**src/rtl/slvarb_pkg.sv**
```systemverilog
package slvarb_pkg;

    typedef enum logic [1:0] {
        TR_IDLE   = 2'd0,
        TR_BUSY   = 2'd1,
        TR_NONSEQ = 2'd2,
        TR_SEQ    = 2'd3
    } trans_e;

    typedef enum logic [2:0] {
        BK_SINGLE = 3'd0,
        BK_INCR   = 3'd1,
        BK_WRAP4  = 3'd2,
        BK_INCR4  = 3'd3,
        BK_WRAP8  = 3'd4,
        BK_INCR8  = 3'd5,
        BK_WRAP16 = 3'd6,
        BK_INCR16 = 3'd7
    } burst_e;

    typedef enum logic [1:0] {
        CUT_NONE = 2'd0,
        CUT_4    = 2'd1,
        CUT_8    = 2'd2,
        CUT_16   = 2'd3
    } cut_e;

    localparam int BEAT_W = 4;

    // attributes of the master that currently owns the slave
    typedef struct packed {
        logic [1:0] trans;
        logic [2:0] burst;
        logic [1:0] cut;
    } attr_t;

    // predicted burst end: bounded flag plus beat-index mask
    typedef struct packed {
        logic              bounded;
        logic [BEAT_W-1:0] mask;
    } span_t;

    function automatic span_t burst_span(input logic [2:0] b, input logic [1:0] c);
        span_t s;
        s.bounded = 1'b1;
        s.mask    = '0;
        case (burst_e'(b))
            BK_SINGLE: s.bounded = 1'b0;
            BK_INCR: begin
                case (cut_e'(c))
                    CUT_4:   s.mask = 4'd3;
                    CUT_8:   s.mask = 4'd7;
                    CUT_16:  s.mask = 4'd15;
                    default: s.bounded = 1'b0;
                endcase
            end
            BK_WRAP4, BK_INCR4: s.mask = 4'd3;
            BK_WRAP8, BK_INCR8: s.mask = 4'd7;
            default:            s.mask = 4'd15;
        endcase
        return s;
    endfunction

endpackage

```
**src/rtl/slvarb_owner_mux.sv**
```systemverilog
module slvarb_owner_mux #(
    parameter int N     = 4,
    parameter int IDX_W = 2
) (
    input  logic [2*N-1:0]         trans,
    input  logic [3*N-1:0]         burst,
    input  logic [2*N-1:0]         cut_sel,
    input  logic [IDX_W-1:0]       owner_idx,
    output slvarb_pkg::attr_t      owner
);
    always_comb begin
        owner = '0;
        for (int i = 0; i < N; i++) begin
            if (owner_idx == IDX_W'(i)) begin
                owner.trans = trans[2*i +: 2];
                owner.burst = burst[3*i +: 3];
                owner.cut   = cut_sel[2*i +: 2];
            end
        end
    end
endmodule

```
**src/rtl/slvarb_point.sv**
```systemverilog
module slvarb_point
    import slvarb_pkg::*;
#(
    parameter int SLOT_W = 8
) (
    input  logic              clk,
    input  logic              rst,
    input  logic              owner_vld,
    input  attr_t             owner,
    input  logic              ready,
    input  logic [SLOT_W-1:0] slot_limit,
    output logic              arb_pt
);
    logic [BEAT_W-1:0] beat_q;
    logic [BEAT_W-1:0] cur_idx;
    logic [SLOT_W-1:0] slot_q;
    logic              active, idle, single_done, burst_end, slot_hit;
    span_t             span;

    always_comb begin
        active      = (owner.trans == TR_NONSEQ) || (owner.trans == TR_SEQ);
        idle        = !owner_vld || (owner.trans == TR_IDLE);
        cur_idx     = (owner.trans == TR_NONSEQ) ? '0 : beat_q;
        span        = burst_span(owner.burst, owner.cut);
        single_done = ready && (owner.trans == TR_NONSEQ) && (owner.burst == BK_SINGLE);
        burst_end   = ready && active && span.bounded && ((cur_idx & span.mask) == span.mask);
        slot_hit    = (slot_limit != '0) && (slot_q >= slot_limit - 1'b1);
        arb_pt      = idle || single_done || burst_end || slot_hit;
    end

    always_ff @(posedge clk) begin
        if (rst) begin
            beat_q <= '0;
            slot_q <= '0;
        end else begin
            if (active && ready)
                beat_q <= cur_idx + 1'b1;
            if (arb_pt)
                slot_q <= '0;
            else if (slot_q != '1)
                slot_q <= slot_q + 1'b1;
        end
    end
endmodule

```
**src/rtl/slvarb_pick.sv**
```systemverilog
module slvarb_pick #(
    parameter int N     = 4,
    parameter int IDX_W = 2
) (
    input  logic [N-1:0]     req,
    input  logic             fixed_prio,
    input  logic [IDX_W-1:0] last_idx,
    input  logic [IDX_W-1:0] def_idx,
    output logic [IDX_W-1:0] win_idx
);
    logic [IDX_W-1:0] cand;

    always_comb begin
        win_idx = def_idx;
        cand    = '0;
        if (fixed_prio) begin
            for (int i = N - 1; i >= 0; i--)
                if (req[i]) win_idx = IDX_W'(i);
        end else begin
            // descending distance: the nearest requester after last wins
            for (int k = N; k >= 1; k--) begin
                cand = IDX_W'((int'(last_idx) + k) % N);
                if (req[cand]) win_idx = cand;
            end
        end
    end
endmodule

```
**src/rtl/slave_arbiter.sv**
```systemverilog
module slave_arbiter
    import slvarb_pkg::*;
#(
    parameter int  N_MASTERS = 4,
    parameter int  SLOT_W    = 8,
    localparam int IDX_W     = (N_MASTERS > 1) ? $clog2(N_MASTERS) : 1
) (
    input  logic                   clk,
    input  logic                   rst,
    input  logic [N_MASTERS-1:0]   req,
    input  logic [2*N_MASTERS-1:0] trans,
    input  logic [3*N_MASTERS-1:0] burst,
    input  logic [2*N_MASTERS-1:0] cut_sel,
    input  logic                   ready,
    input  logic                   cfg_fixed_prio,
    input  logic [IDX_W-1:0]       cfg_def_master,
    input  logic [SLOT_W-1:0]      cfg_slot_limit,
    output logic [N_MASTERS-1:0]   grant
);
    logic [N_MASTERS-1:0] grant_q;
    logic [IDX_W-1:0]     owner_idx_q, last_q, win_idx;
    logic                 owner_vld_q;
    logic                 arb_pt;
    attr_t                owner;

    slvarb_owner_mux #(.N(N_MASTERS), .IDX_W(IDX_W)) u_mux (
        .trans     (trans),
        .burst     (burst),
        .cut_sel   (cut_sel),
        .owner_idx (owner_idx_q),
        .owner     (owner)
    );

    slvarb_point #(.SLOT_W(SLOT_W)) u_point (
        .clk        (clk),
        .rst        (rst),
        .owner_vld  (owner_vld_q),
        .owner      (owner),
        .ready      (ready),
        .slot_limit (cfg_slot_limit),
        .arb_pt     (arb_pt)
    );

    slvarb_pick #(.N(N_MASTERS), .IDX_W(IDX_W)) u_pick (
        .req        (req),
        .fixed_prio (cfg_fixed_prio),
        .last_idx   (last_q),
        .def_idx    (cfg_def_master),
        .win_idx    (win_idx)
    );

    always_ff @(posedge clk) begin
        if (rst) begin
            grant_q     <= '0;
            owner_idx_q <= '0;
            owner_vld_q <= 1'b0;
            last_q      <= '0;
        end else if (arb_pt) begin
            grant_q     <= N_MASTERS'(1) << win_idx;
            owner_idx_q <= win_idx;
            owner_vld_q <= 1'b1;
            if (|req)
                last_q <= win_idx;
        end
    end

    assign grant = grant_q;
endmodule

```
**config.mk**
```make
export PLATFORM = sky130hd
export DESIGN_NAME = slave_arbiter
export DESIGN_NICKNAME = d
export VERILOG_FILES = /design/src/rtl/slvarb_pkg.sv /design/src/rtl/slvarb_owner_mux.sv /design/src/rtl/slvarb_point.sv /design/src/rtl/slvarb_pick.sv /design/src/rtl/slave_arbiter.sv
export SDC_FILE = /design/constraint.sdc
export NUM_CORES = 1
export LEC_CHECK = 0
export BUFFER_PORTS_ARGS = -buffer_cell sky130_fd_sc_hd__buf_2
export CORE_UTILIZATION = 47
export DETAILED_ROUTE_END_ITERATION = 10
export GPL_ROUTABILITY_DRIVEN = 0
export PLACE_DENSITY_LB_ADDON = 0.2
export SLEW_MARGIN = 20
export SYNTH_ARGS = -nofsm -noshare
export SYNTH_HDL_FRONTEND = slang
export SYNTH_SLANG_ARGS = --single-unit
```
**constraint.sdc**
```tcl
create_clock -name clk -period 2.3 [get_ports clk]
set_input_delay 0.23 -clock clk [delete_from_list [all_inputs] [get_ports clk]]
set_output_delay 0.23 -clock clk [all_outputs]
set_load 0.01 [all_outputs]
```
==> summary.md, run 1 <==
| Metric | Value |
|---|---|
| Total track usage | `a little over a fifth` |
| Ant diodes | `0` |
| Reg2reg path depth | `5` |
| Cell Chain, Critical Path | `mux4_2 -> or2_4 -> or4b_4 -> nand3_4 -> mux2_2` |
| Critical Path RT | `roughly 2.5 ns` |
| Comb pwr share | `a little over two fifths` |
| Drt wl/cell | `between 10 and 15 um` |
| Most frequent cells in the layout | `buf_2 (49), buf_4 (25), dfxtp_1 (20), nor2_1 (13)` |
| Crit Path Max Fanout | `5` |
| Vias per std cell | `roughly 5.6` |
| Hold Path End | `u_point.beat_q[2]` |
| Crit-path slowest cell | `or4b_4` |
| Fin. Hold Viols | `0` |
| Maximum vdd drop | `~280 uV` |
| Post-DP HPWL | `~3.2 mm` |
| Hold slack | `around 0.32 ns` |
| Cell area power density | `446 nW/um2` |
| Syn nets | `about 250` |
| Crit path arrival time | `around 2.5 ns` |
| CTS tree | `built` |
| Cells after Synth | `191` |
| # DRC | `0` |
| Post-route ant nets | `0` |
| Worst Skew | `around 0.004 ns` |
| IO Count | `50` |
| Iteration-0 DRC Markers | `52` |
| Final Max Tran Viols | `0` |
| Setup violations, final | `0` |
| Critical path type | `reg -> reg` |
| Hold Crit Depth | `2` |
| CP max stage delay | `0.53 ns` |
| Area Growth Syn to Fin | `36.9%` |
| Util after Layout | `between 60% and 70%` |
| Vias in the first global route | `approximately 1600` |
| FMAX | `roughly 440 MHz` |
| Area of placed instances | `2180 um2` |
| Clock root buffer | `clkbuf_4` |
| Post-synth EDFFs | `0` |
| Outcome | `finished, final reports clean` |
| Yosys cell types | `57` |
| CP delay by family, top | `simple AND/OR/NAND/NOR gates` |
| Fin area | `~2300 um2` |
| Leading cell type in the layout, fill and taps excluded | `buf_2` |
| Total chip power | `1050 uW` |
| Die X | `just over 60 um` |
| Min-delay src | `rst` |
| Post-layout net count | `between 300 and 400` |
| Worst R2R Setup Slack | `around 0.0031 ns` |
| LEAKAGE | `~0.001 uW` |
| RSZ-0062 raised after global routing | `yes` |
| Filler cell count | `a little over 300` |
| Synth warnings | `0` |
| Post-layout min period | `2.30 ns` |
| Crit path capture type | `register` |
| Switch share | `33.3%` |
| Clock buffer count from CTS | `3` |
| Worst-Margin Slew | `approximately 0.4 ns` |
| Die span in y | `62.3 um` |
| Post-synth ARST share | `0%` |
| First-pass DRT Iterations | `4` |
| Cell Count Post-Placement | `just over 300` |
| Worst skew pair latency | `about 0.31 ns` |
| Core outline area | `between 3000 and 4000 um2` |
| Slew margin rel. | `73.4%` |
| P_sw | `approximately 350 uW` |
| Synth Register Bits | `21` |
| Syn Area/Cell | `8.96 um2` |
| First-pass GRT wire length | `6.87 mm` |
| Fraction of layout cells with a size suffix above 1 | `a little under half` |
| RR Startpoint | `owner_idx_q[0]` |
| CTS Buffer Depth | `2` |
| Synthesized area | `approximately 1700 um2` |
| Site Rows | `21` |
| Int Power | `~700 uW` |
| Via count | `around 1700` |
| # port buffers | `~50` |
| Initial antenna violation count | `0` |
| Clk pwr share | `17.7%` |
| Crit path launch type | `register` |
| H-tree levels | `1` |
| Final WL | `a little over 4 mm` |
| Largest net degree at the start of global routing | `18` |
| Post-synthesis sequential area ratio | `between 20% and 30%` |
| Top_reg_cell synth | `dfxtp_1` |
| Hold Path Class | `in -> reg` |
| FF-to-FF End | `grant[3]` |
| Initial Utilization | `50.1%` |
| CTS clk-pin slew, worst paths | `between 0.1 and 0.15 ns` |
| CTS sink count | `21` |
| Fin crit share | `99.9%` |
| MaxCap Viol Count | `0` |
| Die area | `roughly 3900 um2` |
| Sequential share of power | `between 40 and 50%` |
| Worst path bufs/invs | `0` |
| Grt ovf | `0` |
| Layout Cells excl Fill | `~310` |
final cells by class:
cell class | count | area, um2 | share of cell area, %
Clock inverter | 1 | 5.00 | 0.214
Clock buffer | 3 | 22.5 | 0.961
Tap cell | 46 | 57.6 | 2.46
Sequential cell | 21 | 424 | 18.1
Inverter | 7 | 26.3 | 1.12
Multi-Input combinational cell | 155 | 1350 | 57.7
Timing Repair Buffer | 76 | 455 | 19.4
per-layer routing:
metal	share of wire [%]	global-route usage (%)	up-vias
met2	50	39.6	46
met5	0	0	-
met3	4.0	2.94	2
met1	45	26.9	811
met4	0.69	6.69	0
li1	-	-	883
worst max-delay path by stage:
| stage | from | end | slack [ns] | depth (start not counted) |
|---|---|---|---|---|
| after detailed placement | cfg_slot_limit[2] | u_point.slot_q[3] | -0.32 | 12 |
| after floorplan | cfg_slot_limit[1] | grant[0] | 0.004 | 12 |
| after global routing | owner_idx_q[0] | u_point.slot_q[6] | -0.06 | 8 |
| after CTS | owner_idx_q[0] | u_point.slot_q[1] | 0.006 | 9 |
| after global placement | cfg_slot_limit[1] | u_point.slot_q[3] | -0.23 | 12 |
| final | owner_idx_q[0] | grant[3] | 0.003 | 5 |
worst register-to-register path, stage by stage, from the launching register on:
cell and delay [ns]:
dfxtp_4 0.41, mux4_2 0.52, or2_4 0.28, or4b_4 0.53
nand3_4 0.14, mux2_2 0.33
cells in the mapped netlist, types with 6 or more instances:
cell	n	area (um2)
clkbuf_1	6	22.5
dfxtp_1	21	420
ha_1	11	138
inv_1	6	22.5
mux2i_1	7	70.1
mux4_2	7	158
nand2_1	10	37.5
nand3_1	7	35.0
nor2_1	14	52.6
nor2b_1	6	37.5
nor3_1	9	45.0
o21ai_0	9	45.0
power groups by stage:
stage / Clock, uW / Combinational (uW) / Sequential (uW)
3_5_place_dp: 0 / 398 / 427
5_1_grt: 213 / 483 / 425
2_1_floorplan: 0 / 258 / 412
3_3_place_gp: 0 / 390 / 428
4_1_cts: 192 / 416 / 419
6_report: 185 / 441 / 419
through the flow:
step / setup WS, ns / TNS, ns
6_report: 0.00308 / 0
5_1_grt: -0.0619 / -0.343
4_1_cts: 0.00624 / 0
3_5_place_dp: -0.315 / -3.99
3_3_place_gp: -0.230 / -3.23
2_1_floorplan: 0.00391 / 0
registers in the layout (all words and copies together) (netlist names):
name,count
owner_idx_q,2
last_q,2
u_point.beat_q,4
owner_vld_q,1
grant,4
u_point.slot_q,8
timing repair:
action                     4_1_cts  5_1_grt
gates resized for setup          8       17
setup endpoints to repair       16       16
pin swaps                        2       13
buffers inserted                 2        0
hold buffers                     0        0
gates cloned                     1        0
kinds of logic (layout without fill, tap and decap cells):
logic type,count (synthesis),in the layout,share of synthesized area (%)
fa+ha+maj,11,11,8.04
simple gates,75,76,25.1
mux,16,16,14.6
buf+inv,16,87,4.24
xor+xnor,8,8,4.09
compound gates,44,44,19.4
flops,21,21,24.6
(Power assumes the default switching activity.)
==> inputs of run 2 (changes only) <==
--- a/config.mk
+++ b/config.mk
@@ -5,11 +5,12 @@
 export SDC_FILE = /design/constraint.sdc
 export NUM_CORES = 1
 export LEC_CHECK = 0
+export ABC_AREA = 1
 export BUFFER_PORTS_ARGS = -buffer_cell sky130_fd_sc_hd__buf_2
-export CORE_UTILIZATION = 47
+export CORE_UTILIZATION = 48
 export DETAILED_ROUTE_END_ITERATION = 10
 export GPL_ROUTABILITY_DRIVEN = 0
-export PLACE_DENSITY_LB_ADDON = 0.2
+export PLACE_DENSITY = 0.82
 export SLEW_MARGIN = 20
 export SYNTH_ARGS = -nofsm -noshare
 export SYNTH_HDL_FRONTEND = slang
==> summary.md, run 2 <==
| Metric | Value |
|---|---|
| Hold Path Class | `in -> reg` |
| Ant diodes | `0` |
| Fraction of synthesized cell area in xor and xnor cells | `a little over 6%` |
| Syn Area/Cell | `6.29 um2` |
| Post-synth ARST share | `0%` |
| Largest family of logic cells by synthesized area | `simple AND/OR/NAND/NOR gates` |
| Crit-path slowest cell | `or4_4` |
| CTS hold repair buffers | `0` |
| Final Max Tran Viols | `0` |
| CP max stage delay | `between 0.5 and 0.6 ns` |
| Min-delay src | `rst` |
| Yosys cell types | `36` |
| H-tree levels | `1` |
| Synth cell count leaders | `nand2_1 (86), inv_1 (38), nand3_1 (28)` |
| Largest Register | `u_point.slot_q` |
| Clock root buffer | `clkbuf_8` |
| Dpl ws | `-0.210 ns` |
| Crit path arrival time | `2.42 ns` |
| Worst skew pair latency | `between 0.2 and 0.3 ns` |
| Reg2reg path depth | `14` |
| Slew margin rel. | `69.0%` |
| First-pass DRT Iterations | `4` |
| Setup violations, final | `0` |
| Yosys top cell area share | `between 20% and 30%` |
| Maximum vdd drop | `between 400 and 500 uV` |
| Clock buffer count from CTS | `3` |
| Multiplexer share of the synthesized area | `0%` |
| Synth top area cells | `dfxtp_1 (22%), nand2_1 (17%), inv_1 (7.6%)` |
| Site Rows | `22` |
| Hold Crit Depth | `2` |
| Util after Layout | `between 60% and 70%` |
| Hold slack | `0.280 ns` |
| IO Count | `50` |
| MaxCap Viol Count | `0` |
| Cell Count Post-Placement | `around 400` |
| Synth Register Bits | `21` |
| Cell Chain, Critical Path | `buf_6 -> inv_2 -> ha_4 -> nand2_2 -> or4_4 -> nand2_2 -> inv_2 -> ha_4 -> nand2_4 -> nor2_4 -> nand2_1 -> o2111ai_4 -> o21ai_2 -> nand3_4 -> buf_12 -> a21oi_1 -> nor2_2` |
| Largest net degree at the start of global routing | `13` |
| Fin. Hold Viols | `0` |
| CTS sink count | `21` |
| Vias in the first global route | `between 1500 and 2000` |
| Max reg flops | `8` |
| Hold Path End | `u_point.slot_q[1]` |
| Outcome | `finished, final reports clean` |
| CTS Buffer Depth | `2` |
| Initial antenna violation count | `0` |
| Die X | `about 65 um` |
| First-pass GRT wire length | `roughly 7.2 mm` |
| Post-route ant nets | `0` |
| Syn nets | `roughly 360` |
| Layout Cells excl Fill | `a little over 400` |
| Via count | `2125` |
| # DRC | `0` |
| Area Growth Syn to Fin | `31.9%` |
| Most numerous cell in the Yosys netlist | `nand2_1` |
| Synth Area in Simple Gates | `roughly 39%` |
| Post-synth EDFFs | `0` |
| Cells after Synth | `300` |
| Top_reg_cell synth | `dfxtp_1` |
| Critical Path RT | `approximately 2.5 ns` |
| Worst path bufs/invs | `4` |
| Crit Path Max Fanout | `6` |
| FF-to-FF End | `last_q[0]` |
| Worst R2R Setup Slack | `~0.20 ns` |
| Post-DP HPWL | `roughly 3.4 mm` |
| Fraction of layout cells with a size suffix above 1 | `31.3%` |
| Crit path launch type | `input port` |
| Worst Skew | `between 0.001 and 0.0015 ns` |
| Post-layout net count | `422` |
| Post-route setup slack | `0.0352 ns` |
| CTS clk-pin slew, worst paths | `roughly 0.070 ns` |
| CP delay by family, top | `simple AND/OR/NAND/NOR gates` |
| Critical Path Source | `cfg_slot_limit[1]` |
| Grt ovf | `0` |
| RR Startpoint | `owner_idx_q[0]` |
| Cell type with the highest aggregate area in the netlist | `dfxtp_1` |
| Fin crit share | `between 90% and 100%` |
| Core outline area | `3720 um2` |
| LEAKAGE | `approximately 0.0013 uW` |
| # port buffers | `approximately 50` |
| Initial Utilization | `about 51%` |
| Total track usage | `between 20% and 30%` |
| Post-layout min period | `around 2.3 ns` |
| Critical path type | `in -> reg` |
| FMAX | `around 440 MHz` |
| Die area | `4190 um2` |
| Post-synthesis sequential area ratio | `about 22%` |
| Synthesized area | `1890 um2` |
| Cell area power density | `between 500 and 600 nW/um2` |
| Most frequent cells in the layout | `nand2_1 (80), buf_2 (47), inv_1 (35), nand3_1 (26), dfxtp_1 (20)` |
| Worst-Margin Slew | `between 0.4 and 0.5 ns` |
| Synth warnings | `0` |
| Synth Area in Compound Gates | `14.8%` |
| Final WL | `roughly 4.7 mm` |
| Iteration-0 DRC Markers | `between 90 and 100` |
| Drt wl/cell | `about 11 um` |
| Die span in y | `approximately 65 um` |
| CTS tree | `built` |
| Area share of fa/ha/maj cells after synthesis | `~7.3%` |
| Leading cell type in the layout, fill and taps excluded | `nand2_1` |
| Crit path capture type | `register` |
| Vias per std cell | `between 5 and 6` |
==> run 2: cell types whose count changed after synthesis, moves of 7 or more <==
cell,before,now
nor2_1,14,21
a21oi_1,3,13
mux4_2,7,0
mux2i_1,7,0
nand3_1,7,28
nand2_1,10,86
inv_1,6,38
==> run 2: per-stage QoR <==
step                instance area, um2  power [uW]  TNS (ns)
floorplan                         1890         954         0
global placement                  2260        1110     -1.76
detailed placement                2260        1130     -3.10
CTS                               2300        1360         0
global route                      2490        1560    -0.345
finish                            2490        1440         0
==> run 2: where the power goes <==
group | total [uW] | internal (uW) | switching, uW
Combinational | 747 | 310 | 437
Clock | 235 | 123 | 112
Sequential | 461 | 405 | 55.4
==> run 2: cell families (layout without fill, tap and decap cells) <==
family          count (synthesis)  after routing
flops                          21             21
simple gates                  161            162
buf+inv                        48            111
fa+ha+maj                      11             11
xor+xnor                       13             13
compound gates                 46             46
==> run 2: routing by layer <==
| metal | wire, um | track usage (%) | vias to the layer above |
|---|---|---|---|
| li1 | - | - | 1113 |
| met1 | 2120 | 26.6 | 959 |
| met2 | 2380 | 37.6 | 47 |
| met3 | 170 | 1.58 | 6 |
| met4 | 65 | 6.11 | 0 |
| met5 | 0 | 0 | - |
==> run 2: worst max path at each step <==
stage / end / depth (start not counted)
2_1_floorplan: last_q[0] / 16
3_3_place_gp: u_point.slot_q[4] / 16
3_5_place_dp: owner_idx_q[0] / 17
4_1_cts: owner_idx_q[0] / 17
5_1_grt: last_q[1] / 18
6_report: last_q[1] / 17
==> run 2: timing repair <==
action	CTS	global route
endpoints found under the setup margin	0	16
gates resized for setup	0	35
buffers inserted	0	2
==> run 2: cell type report <==
cell class                      instances  area (um2)
Inverter                               41         154
Timing Repair Buffer                   66         419
Tap cell                               48        60.1
Clock buffer                            4        45.0
Multi-Input combinational cell        232        1390
Fill cell                             316        1220
Sequential cell                        21         422
==> run 2: worst register-to-register path: stages (launching register included) <==
cell and delay, ns:
dfxtp_1 0.47, nand2_1 0.18, inv_1 0.14, nand2_1 0.07, nand2_2 0.10, nand2_1 0.10
inv_2 0.11, nand3_1 0.09, nor2_1 0.13, nand3_1 0.13, nand3_4 0.17, buf_12 0.14
nand3_2 0.05, nand2_1 0.06, nor2_1 0.05
